[config.mk]
export PLATFORM = sky130hd
export DESIGN_NAME = f32_bf16_narrow
export DESIGN_NICKNAME = d
export VERILOG_FILES = /design/src/rtl/f2b_pkg.sv /design/src/rtl/f2b_classify.sv /design/src/rtl/f2b_round.sv /design/src/rtl/f2b_out_stage.sv /design/src/rtl/f32_bf16_narrow.sv
export SDC_FILE = /design/constraint.sdc
export NUM_CORES = 1
export LEC_CHECK = 0
export BUFFER_PORTS_ARGS = -buffer_cell sky130_fd_sc_hd__buf_4
export CORE_UTILIZATION = 49
export DETAILED_ROUTE_END_ITERATION = 6
export PLACE_DENSITY = 0.85
export REMOVE_ABC_BUFFERS = 1
export SYNTH_ARGS = -nofsm -noshare
export SYNTH_HDL_FRONTEND = slang
export SYNTH_SLANG_ARGS = --single-unit
export TNS_END_PERCENT = 100
[constraint.sdc]
create_clock -name clk_i -period 3.1 [get_ports clk_i]
set_input_delay 0.31 -clock clk_i [delete_from_list [all_inputs] [get_ports clk_i]]
set_output_delay 0.31 -clock clk_i [all_outputs]
set_load 0.005 [all_outputs]
[src/rtl/f2b_pkg.sv]
package f2b_pkg;
  localparam int unsigned WIDE_W   = 32;
  localparam int unsigned NARROW_W = 16;
  localparam int unsigned EXP_W    = 8;
  localparam int unsigned DROP_W   = WIDE_W - NARROW_W;
  localparam int unsigned FRAC_N   = NARROW_W - 1 - EXP_W;

  typedef enum logic {
    RND_GUARD = 1'b0,
    RND_EVEN  = 1'b1
  } rnd_mode_e;

  typedef struct packed {
    logic [NARROW_W-1:0] data;
    logic                nan;
    logic                ovf;
  } narrow_res_t;
endpackage

[src/rtl/f2b_classify.sv]
module f2b_classify #(
  parameter int unsigned WIDE_W = 32,
  parameter int unsigned EXP_W  = 8
) (
  input  logic [WIDE_W-1:0] word_i,
  output logic              is_nan_o,
  output logic              is_finite_o
);
  localparam int unsigned FRAC_W = WIDE_W - 1 - EXP_W;

  logic [EXP_W-1:0]  exp_f;
  logic [FRAC_W-1:0] frac_f;

  assign exp_f       = word_i[WIDE_W-2 -: EXP_W];
  assign frac_f      = word_i[FRAC_W-1:0];
  assign is_nan_o    = (&exp_f) && (|frac_f);
  assign is_finite_o = ~(&exp_f);
endmodule

[src/rtl/f2b_round.sv]
module f2b_round
  import f2b_pkg::*;
(
  input  logic [WIDE_W-1:0]   word_i,
  input  rnd_mode_e           mode_i,
  input  logic                is_nan_i,
  input  logic                is_finite_i,
  output narrow_res_t         res_o
);
  localparam int unsigned QUIET_BIT = FRAC_N - 1;

  logic [NARROW_W-1:0] upper;
  logic [NARROW_W-1:0] guard_sum;
  logic [WIDE_W-1:0]   even_sum;
  logic [NARROW_W-1:0] rounded;
  logic [NARROW_W-1:0] quiet;

  assign upper     = word_i[WIDE_W-1 -: NARROW_W];
  assign guard_sum = upper + NARROW_W'(word_i[DROP_W-1]);
  // bias of half-ulp minus one, plus the kept lsb, breaks ties toward even
  assign even_sum  = word_i + WIDE_W'({(DROP_W-1){1'b1}}) + WIDE_W'(word_i[DROP_W]);

  always_comb begin
    quiet            = upper;
    quiet[QUIET_BIT] = 1'b1;
    rounded = (mode_i == RND_EVEN) ? even_sum[WIDE_W-1 -: NARROW_W] : guard_sum;
  end

  always_comb begin
    if (is_nan_i) begin
      res_o.data = quiet;
      res_o.nan  = 1'b1;
      res_o.ovf  = 1'b0;
    end else begin
      res_o.data = rounded;
      res_o.nan  = 1'b0;
      res_o.ovf  = is_finite_i && (&rounded[NARROW_W-2 -: EXP_W]);
    end
  end
endmodule

[src/rtl/f2b_out_stage.sv]
module f2b_out_stage
  import f2b_pkg::*;
(
  input  logic        clk_i,
  input  logic        rst_ni,
  input  logic        load_valid_i,
  output logic        load_ready_o,
  input  narrow_res_t load_res_i,
  output logic        out_valid_o,
  input  logic        out_ready_i,
  output narrow_res_t out_res_o
);
  logic take;

  assign load_ready_o = out_ready_i || !out_valid_o;
  assign take         = load_valid_i && load_ready_o;

  always_ff @(posedge clk_i or negedge rst_ni) begin
    if (!rst_ni) begin
      out_valid_o <= 1'b0;
      out_res_o   <= '0;
    end else begin
      if (load_ready_o) out_valid_o <= load_valid_i;
      if (take)         out_res_o   <= load_res_i;
    end
  end

  assert_hold_R7: assert property (@(posedge clk_i) disable iff (!rst_ni)
    (out_valid_o && !out_ready_i) |=> (out_valid_o && $stable(out_res_o)));

  assert_accept_R8: assert property (@(posedge clk_i) disable iff (!rst_ni)
    take |=> (out_valid_o && out_res_o == $past(load_res_i)));

  assert_drain_R8: assert property (@(posedge clk_i) disable iff (!rst_ni)
    (out_valid_o && out_ready_i && !load_valid_i) |=> !out_valid_o);
endmodule

[src/rtl/f32_bf16_narrow.sv]
module f32_bf16_narrow
  import f2b_pkg::*;
(
  input  logic        clk_i,
  input  logic        rst_ni,
  input  logic        in_valid_i,
  output logic        in_ready_o,
  input  logic [31:0] in_data_i,
  input  logic        in_mode_i,
  output logic        out_valid_o,
  input  logic        out_ready_i,
  output logic [15:0] out_data_o,
  output logic        out_nan_o,
  output logic        out_ovf_o
);
  logic        is_nan;
  logic        is_finite;
  narrow_res_t comb_res;
  narrow_res_t reg_res;

  f2b_classify #(.WIDE_W(WIDE_W), .EXP_W(EXP_W)) u_class (
    .word_i      (in_data_i),
    .is_nan_o    (is_nan),
    .is_finite_o (is_finite)
  );

  f2b_round u_round (
    .word_i      (in_data_i),
    .mode_i      (rnd_mode_e'(in_mode_i)),
    .is_nan_i    (is_nan),
    .is_finite_i (is_finite),
    .res_o       (comb_res)
  );

  f2b_out_stage u_out (
    .clk_i        (clk_i),
    .rst_ni       (rst_ni),
    .load_valid_i (in_valid_i),
    .load_ready_o (in_ready_o),
    .load_res_i   (comb_res),
    .out_valid_o  (out_valid_o),
    .out_ready_i  (out_ready_i),
    .out_res_o    (reg_res)
  );

  assign out_data_o = reg_res.data;
  assign out_nan_o  = reg_res.nan;
  assign out_ovf_o  = reg_res.ovf;

  assert_nan_quiet_R1: assert property (@(posedge clk_i) disable iff (!rst_ni)
    (out_valid_o && out_nan_o) |-> (&out_data_o[14:7] && out_data_o[6]));

  assert_nan_in_R1: assert property (@(posedge clk_i) disable iff (!rst_ni)
    (in_valid_i && in_ready_o && (in_data_i[30:0] > 31'h7F800000)) |=> out_nan_o);

  assert_ovf_inf_R5: assert property (@(posedge clk_i) disable iff (!rst_ni)
    (out_valid_o && out_ovf_o) |-> (out_data_o[14:0] == 15'h7F80));

  assert_flags_excl_R5: assert property (@(posedge clk_i) disable iff (!rst_ni)
    !(out_nan_o && out_ovf_o));

  assert_ready_R8: assert property (@(posedge clk_i) disable iff (!rst_ni)
    (out_ready_i || !out_valid_o) |-> in_ready_o);
endmodule

==> results of run 1 <==
through the flow:
stage                     area, um2  std cells  worst slack [ps]  util [%]
after floorplan                1149        126              1265         -
after CTS                      1642        215              1342     74.21
final                          1642        215              1334     74.21
after detailed placement       1604        210              1019     72.51
after global routing           1642        215              1234     74.21
after global placement         1604        210              1076     72.51
cell families after synthesis:
| family | share of synthesized area (%) |
|---|---|
| buffers and inverters | 0.9740 |
| AO/OA/AOI/OAI | 17.53 |
| adder cells (fa/ha/maj) | 2.164 |
| XOR/XNOR | 9.849 |
| AND/OR/NAND/NOR | 28.35 |
| flip-flops | 41.13 |
worst max-delay path: cells and delay by family:
kind / cells / cell delay (ps)
AOI/OAI and AO/OA: 2 / 380
xor gates and xnor gates: 1 / 170
adders and majority gates: 2 / 410
buffers and inverters: 1 / 120
and+or+nand+nor: 3 / 610
layout make-up:
cell class | count | area share (%)
sequential | 19 | 28.96
clock inverter | 1 | 0.3049
tap | 28 | 2.134
clock buffer | 3 | 1.372
timing repair buffer | 57 | 26.22
multi-input combinational | 106 | 40.78
inverter | 1 | 0.2287
metal layers:
layer,part of all wire (%),vias to the layer above,global-route usage [%]
met5,0,-,0
met4,0.79,0,6.944
li1,-,588,-
met3,4.7,4,3.636
met2,50,48,43.11
met1,45,569,32.64
power breakdown:
group	total [uW]	internal (uW)	leakage, uW	switching, uW
logic	170	94.4	0.000491	75.5
registers	293	278	0.000224	15.8
clock network	129	48.2	0.0000177	80.5
placed cells by master (no fill, tap or decap), drive strengths merged, types with 2 or more instances in the layout:
master,n
a31oi,2
nand4,4
xor2,9
nand2,18
nand3,5
and4,4
nand2b,4
a21oi,11
and2,3
ha,2
clkbuf,3
dfrtp,19
and3,3
xnor2,4
nor2,11
o21ai,9
buf,56
nor4,5
state kept, by name, indices dropped and copies added (netlist names):
signal and cells:
u_out.out_valid_o 1, u_out.out_res_o 18
worst min-delay path by stage:
stage | end | slack, ps | depth (start not counted)
2_1_floorplan | u_out.out_res_o[0] | 10 | 0
3_3_place_gp | u_out.out_valid_o | 190 | 1
3_5_place_dp | u_out.out_res_o[17] | 190 | 1
4_1_cts | u_out.out_res_o[17] | 190 | 3
5_1_grt | u_out.out_valid_o | 210 | 2
6_report | u_out.out_valid_o | 210 | 2
==> results.toml, run 1 <==
[run_status]
status = "completed"

[worst_setup_path]
ff2ff_path_depth = 5
worstReg2RegEnd = "u_out.out_res_o[0]"
crit_path_end = "u_out.out_res_o[0]"
max_stage_delay_ps = 350
cp.required_ps = 3330
start_kind = "primary input"
slowest_stage = "or3_1"
path_cells = "buf_4, ha_1, ha_1, nor2b_1, o2111ai_1, xnor2_1, nand4_1, or3_1, o31ai_2"
crit_path_max_fanout = 5
arrival_ps = 1990
r2r_slack_ps = 1400
startpoint = "in_data_i[15]"
criticalPathCategory = "primary input to register"
r2r-start = "u_out.out_valid_o"
crit_top_cell = "ha_1"
cp-end-kind = "register"

[clock_tree]
cts-root-buf = "clkbuf_4"
cts-resized-gates = 0
clockBufferDepth = 2
clock_latency_ps = 300
htreeDepth = 1
cts.sinks = 19
clk_pin_slew_ps = 110
postCtsSetupBuffers = 0
cts_tree = "built"
numCtsBuffers = 3
holdBufCountCts = 1

[floorplan]
start_util_pct = 52.26
row_count = 17
die_h_um = 50.58
coreArea_um2 = 2212
die_area_um2 = 2558
die_w_um = 50.58
pin_count = 57

[cells_and_area]
synthToLayoutAreaGrowth_pct = 41.99
layout.nets = 227
drive_gt1_share_pct = 36.90
multi_input_area_um2 = 669.4
antenna_cells = 0
regArea_um2 = 475.5
fill_cells = 180

[sta]
slew_violations = 0
grt_setup_unrepaired = "false"
fin_worst_skew_ps = 3.739
hold_viol = 0
setup_violations = 0
hold_slack_ps = 208.7
fmax_mhz = 566.4
relSlewSlack_pct = 56.73
tns_ps = 0
worstMarginPinSlew_ps = 644.7
layout_worst_path_cycle_share_pct = 56.95
period_needed_ps = 1766

[pwr]
power_uw = 592.0
power_density_nw_per_um2 = 360.6
irDropWorstVdd_uv = 335.4
p_leak_uw = 0.0007327

[detailed_routing]
routed_wl_um = 2928
drc = 0
vias_per_cell = 5.623
drtIter0Drc = 22
ant_nets = 0
wl_per_cell_um = 13.62
drt_pass1_iterations = 4
vias = 1209

[synth]
yosysWarnings = 0
ys.flop_type = "dfrtp_1"
ys_async_sr_fraction_pct = 100.0
ys_types = 34
ys_ff_latch = 19
yosysMostFrequentCell = "dfrtp_1"
syn_area_um2 = 1156
ys_seq_area_share_pct = 41.13
synth_enable_flop_cells = 0
netlist_instances = 128
avgSynthCellArea_um2 = 9.032
synth_top_cell_by_area = "dfrtp_1"
yosysTopAreaCellShare_pct = 41.13
synth_common_cells = "19 x dfrtp_1, 17 x nand2_1, 11 x a21oi_1, 11 x nor2_1"
ys_top_cells_by_area = "dfrtp_1 41%, xor2_1 6.8%, nand2_1 5.5%"

[hold_path]
min_path_type = "primary input to register"
min_from = "in_valid_i"

[grt]
groute.usage.overall_pct = 25.13
grt_pass1_vias = 1142
antenna_found_initial = 0
grt_pass1_wl_um = 4864
grt_max_degree = 20
grt-ovfl-total = 0

[placement]
io_buffers = 56
place_hpwl_um = 2357
globalplace.congestion = 0.8654

[flow_run]
cap_violations = 0
(Power assumes the default switching activity.)
==> run 2, diff against run 1 <==
- CORE_UTILIZATION: 49 -> 41
- PLACE_DENSITY: 0.85 -> 0.76
- clock period: 3.1 -> 1.6 ns (I/O delays scaled with it)
==> run 2 against run 1 <==
First-iteration DRC count increased by 50%. Largest power group unchanged. Combinational power increased by 130%. Cell area increased by 14%. Via count increased by 11%. Flip-flop and latch count unchanged. Non-clock buffer count increased by 24. Register-to-register slack got worse by 1300 ps. Global-route usage decreased by 1.3 points. Largest cell class unchanged. Sequential share of layout area decreased by 3.5 points. Highest routed layer unchanged.
==> results.toml, run 2 (synthesized netlist as in run 1, its figures left out) <==
[cells_and_area]
final_common_cell = "buf_4"
antenna_cells = 0
final_util_pct = 72.86
layout.nets = 251
registers.top_by_ff_count = "u_out.out_res_o"
synthToLayoutAreaGrowth_pct = 61.80
final_cell_mix = "78 x buf_4, 19 x dfrtp_1, 17 x nand2_1"
fill_cells = 201
largest_register_ffs = 18
reg.largest.list = "u_out.out_res_o: 18 flops, u_out.out_valid_o: 1 flops"
drive_gt1_share_pct = 45.97

[grt]
antenna_found_initial = 0
groute.usage.overall_pct = 23.83
grt_pass1_wl_um = 5133
grt_pass1_vias = 1223
grt_max_degree = 20
grt-ovfl-total = 0

[detailed_routing]
ant_nets = 0
vias = 1338
vias_per_cell = 5.552
wl_per_cell_um = 14.53
drtIter0Drc = 33
routed_wl_um = 3502
drt_pass1_iterations = 4
drc = 0

[worst_setup_path]
ff2ff_path_depth = 5
r2r_slack_ps = 120
slowest_stage = "or3_1"
r2r-start = "u_out.out_valid_o"
start_kind = "primary input"
worstReg2RegEnd = "u_out.out_res_o[0]"
arrival_ps = 1750
path_cells = "buf_6, ha_4, ha_4, nor2b_4, o2111ai_2, xnor2_1, nand4_1, or3_1, o31ai_2"
cp.required_ps = 1820
crit_top_cell = "ha_4"
cp-end-kind = "register"
criticalPathCategory = "primary input to register"
crit_path_max_fanout = 3
critPathBufInv = 1
critical_path_cell_count = 9
max_stage_delay_ps = 380
cp_top_family = "simple AND/OR/NAND/NOR gates"

[clock_tree]
clockBufferDepth = 2
clk_pin_slew_ps = 110
cts_tree = "built"
htreeDepth = 1
numCtsBuffers = 3
postCtsSetupBuffers = 0
cts-root-buf = "clkbuf_4"
cts.sinks = 19
clock_latency_ps = 300

[pwr]
power_uw = 1201
p_leak_uw = 0.0008530
power_density_nw_per_um2 = 642.2
irDropWorstVdd_uv = 470.9

[flow_run]
cap_violations = 0

[sta]
worstMarginPinSlew_ps = 497.9
period_needed_ps = 1532
setup_violations = 0
tns_ps = 0
slew_violations = 0
fin_worst_skew_ps = 2.878
layout_worst_path_cycle_share_pct = 95.77
fmax_mhz = 652.6
hold_slack_ps = 47.52
relSlewSlack_pct = 66.58
grt_setup_unrepaired = "false"
hold_viol = 0

[floorplan]
coreArea_um2 = 2567
die_area_um2 = 3036
die_w_um = 55.10
die_h_um = 55.10
start_util_pct = 45.03
row_count = 18
pin_count = 57

[placement]
globalplace.congestion = 0.8781
place_hpwl_um = 2692
io_buffers = 56

[hold_path]
min_to = "u_out.out_res_o[17]"
whs_path_depth = 3
min_from = "in_data_i[31]"
min_path_type = "primary input to register"

[run_status]
status = "completed"
run 2: changes by cell type in the layout (fill, tap and decap cells not counted), sizes merged:
cell | previous run | this run
buf | 56 | 80
run 2: cell type report:
type / count / area (um2) / share of cell area, %
clock buffers: 3 / 22.52 / 1.204
clock inverters: 1 / 5.005 / 0.2676
inverters: 1 / 3.754 / 0.2007
multi-input cells: 106 / 708.2 / 37.86
flip-flops and latches: 19 / 475.5 / 25.42
well taps: 30 / 37.54 / 2.007
repair buffers: 81 / 618.1 / 33.04
run 2: power breakdown:
group	leakage [uW]	switching [uW]	internal, uW	total, uW
Combinational	0.000612	164	220	384
Sequential	0.000224	31.3	538	569
Clock	0.0000177	155	93.3	248
Total	0.000853	350	851	1200
run 2: layer usage:
metal / wire, um / GRT usage (%) / up-vias
li1: - / - / 631
met1: 1411 / 28.22 / 624
met2: 1766 / 42.57 / 71
met3: 237 / 2.186 / 12
met4: 87 / 11.67 / 0
met5: 0 / 0 / -
run 2: tightest hold or removal path: cells and delay by family:
family	cells	cell delay [ps]
buffers and inverters	1	70
AND/OR/NAND/NOR	2	90
run 2: how the worst max path moves through the flow:
stage / from / endpoint / slack (ps)
floorplan: in_data_i[15] / u_out.out_res_o[0] / -90
finish: in_data_i[16] / u_out.out_res_o[0] / 70
detailed placement: in_data_i[15] / u_out.out_res_o[0] / -320
global placement: in_data_i[15] / u_out.out_res_o[0] / -240
global route: in_data_i[0] / u_out.out_res_o[7] / 20
CTS: in_data_i[15] / u_out.out_res_o[0] / 7
run 2: timing repair:
action                     4_1_cts  5_1_grt
setup endpoints to repair        0        1
hold endpoints to repair        19        0
hold buffers                     1        0
gates resized for setup          0        9
run 2: per-stage QoR:
stage	instance area [um2]	std cells	setup slack, ps
after floorplan	1149	126	-85.29
after global placement	1787	236	-240.3
after detailed placement	1787	236	-315.0
after CTS	1824	241	6.747
after global routing	1871	241	18.39
final	1871	241	67.70
==> run 3, diff against run 2 <==
- ABC_AREA: unset -> 1
- CORE_UTILIZATION: 41 -> 44
==> run 3 against run 2 <==
Flip-flop and latch count unchanged. Non-clock buffer count is 13 lower. Cell area increased by 7.6%. Combinational power grew 7.3%. Largest power group unchanged. Setup slack gained 230 ps. Sequential share of layout area fell by 1.8 points. First-iteration DRC count increased by 120%. Power up 1.3%. Die area increased by 16%. Highest routed layer unchanged. Wire length up 8.9%. Global-route usage down 0.45 points. Critical path type unchanged.
==> results.toml, run 3 <==
[placement]
dpl_cell_area_um2 = 1973
place_ws_ps = -1.677
io_buffers = 56
place_hpwl_um = 3132
globalplace.congestion = 0.9007

[worst_setup_path]
critPathBufInv = 1
arrival_ps = 1530
critical_path_cell_count = 11
r2r-start = "u_out.out_valid_o"
crit_path_max_fanout = 4
worstReg2RegEnd = "u_out.out_res_o[9]"
criticalPathCategory = "primary input to register"
max_stage_delay_ps = 300
ff2ff_path_depth = 6
cp.required_ps = 1820
r2r_slack_ps = 320
crit_top_cell = "nand2_1"
slowest_stage = "a21oi_1"
cp_top_family = "simple AND/OR/NAND/NOR gates"
path_cells = "buf_4, ha_1, ha_1, nand2_1, a21oi_1, nand2_1, nand2_1, nand2_1, nor2_1, nand3_1, o21bai_2"
cp-end-kind = "register"
start_kind = "primary input"

[clock_tree]
clockBufferDepth = 2
htreeDepth = 1
cts.sinks = 19
clk_pin_slew_ps = 100
clock_latency_ps = 290
numCtsBuffers = 3
cts_tree = "built"
postCtsSetupBuffers = 0
cts-root-buf = "clkbuf_4"

[cells_and_area]
largest_register_ffs = 18
layout.nets = 335
registers.top_by_ff_count = "u_out.out_res_o"
antenna_cells = 0
final_common_cell = "nand2_1"
final_util_pct = 65.37
fin_area_um2 = 2012
reg.largest.list = "u_out.out_res_o: 18 flops, u_out.out_valid_o: 1 flops"
drive_gt1_share_pct = 26.78
final_cell_mix = "82 x nand2_1, 67 x buf_4, 30 x nor2_1"
synthToLayoutAreaGrowth_pct = 39.46

[floorplan]
die_h_um = 59.26
pin_count = 57
die_area_um2 = 3512
row_count = 20
start_util_pct = 46.87
coreArea_um2 = 3078
die_w_um = 59.26

[grt]
grt-ovfl-total = 0
grt_pass1_vias = 1503
groute.usage.overall_pct = 23.39
antenna_found_initial = 0
grt_pass1_wl_um = 6354
grt_max_degree = 20

[pwr]
p_leak_uw = 0.001050
irDropWorstVdd_uv = 582.4
power_uw = 1217
power_density_nw_per_um2 = 604.8

[synth]
ys_async_sr_fraction_pct = 100.0
ys_top_cells_by_area = "dfrtp_1 33%, nand2_1 22%, nor2_1 7.8%"
netlist_instances = 227
yosysWarnings = 0
ys_types = 30
synth_common_cells = "83 x nand2_1, 30 x nor2_1, 23 x inv_1"
syn_area_um2 = 1443
yosysTopAreaCellShare_pct = 32.96
synth_enable_flop_cells = 0
synth_top_cell_by_area = "dfrtp_1"
yosysMostFrequentCell = "nand2_1"
ys_ff_latch = 19
avgSynthCellArea_um2 = 6.355
ys.flop_type = "dfrtp_1"
ys_seq_area_share_pct = 32.96

[sta]
hold_viol = 0
relSlewSlack_pct = 78.16
fin_worst_skew_ps = 1.898
grt_setup_unrepaired = "false"
worstMarginPinSlew_ps = 324.6
slew_violations = 0
layout_worst_path_cycle_share_pct = 81.44
tns_ps = 0
setup_slack_ps = 297.0
setup_violations = 0
fmax_mhz = 767.5
period_needed_ps = 1303

[hold_path]
min_from = "in_data_i[31]"
whs_path_depth = 3
min_path_type = "primary input to register"
min_to = "u_out.out_res_o[17]"

[detailed_routing]
ant_nets = 0
wl_per_cell_um = 11.25
drt_pass1_iterations = 4
vias = 1680
drc = 0
routed_wl_um = 3813
vias_per_cell = 4.956
drtIter0Drc = 74

[run_status]
status = "completed"

[flow_run]
cap_violations = 0
==> run 3: cell types whose count changed in the layout (fill, tap and decap cells not counted), moves of 4 or more <==
cell      previous run  this run
inv_1                1        23
nor3_1               1         5
nand3_1              5        21
nand2b_1             4         0
buf_4               78        67
o21ai_0              9         4
nand2_1             17        82
a21oi_1             11         7
xor2_1               9         2
nor2_1              11        30
==> run 3: cell type report <==
class / instances / area [um2]
Clock buffer: 4 / 26.28
Fill cell: 301 / 1066
Inverter: 24 / 90.09
Multi-Input combinational cell: 180 / 852.1
Tap cell: 44 / 55.05
Sequential cell: 19 / 475.5
Timing Repair Buffer: 68 / 513.0
==> run 3: worst register-to-register path, stage by stage (launching register included) <==
cell and delay [ps]:
dfrtp_1 390, nand2_1 120, nand2_2 160, inv_1 130, nand2_1 100, inv_1 180, a21oi_1 100
==> run 3: cell families after synthesis <==
group | Yosys count | synth area share (%)
and+or+nand+nor | 157 | 47.62
buffers and inverters | 28 | 8.152
DFF | 19 | 32.96
AOI/OAI and AO/OA | 18 | 7.719
xor gates and xnor gates | 3 | 1.822
adders and majority gates | 2 | 1.734
==> run 3: worst max-delay path by stage <==
stage / start / end / slack [ps]
finish: in_data_i[16] / u_out.out_res_o[0] / 300
floorplan: u_out.out_valid_o / u_out.out_res_o[11] / 100
CTS: u_out.out_valid_o / u_out.out_res_o[0] / 180
detailed placement: in_data_i[16] / u_out.out_res_o[0] / -2
global route: u_out.out_valid_o / u_out.out_res_o[2] / 130
global placement: in_data_i[16] / u_out.out_res_o[0] / 20
==> run 3: stage by stage <==
step	cells	hold WS (ps)
after floorplan	223	-135.6
after global placement	334	41.51
after detailed placement	334	41.34
after CTS	339	61.02
after global routing	339	65.09
final	339	63.84
==> run 3: where the power goes <==
part           leakage, uW  internal (uW)  switching [uW]
combinational     0.000806            216             196
clock            0.0000150           96.9             132
sequential        0.000229            542            34.5
==> run 3: timing repair <==
action | CTS | global route
setup endpoints to repair | 0 | 1
resized for setup | 0 | 1
hold buffers | 1 | 0
hold endpoints to repair | 19 | 0
==> run 3: per-layer routing <==
layer	global-route usage, %	part of all wire, %
met1	31.06	48
met3	3.930	5.4
met4	3.741	0.81
met5	0	0
met2	40.29	46
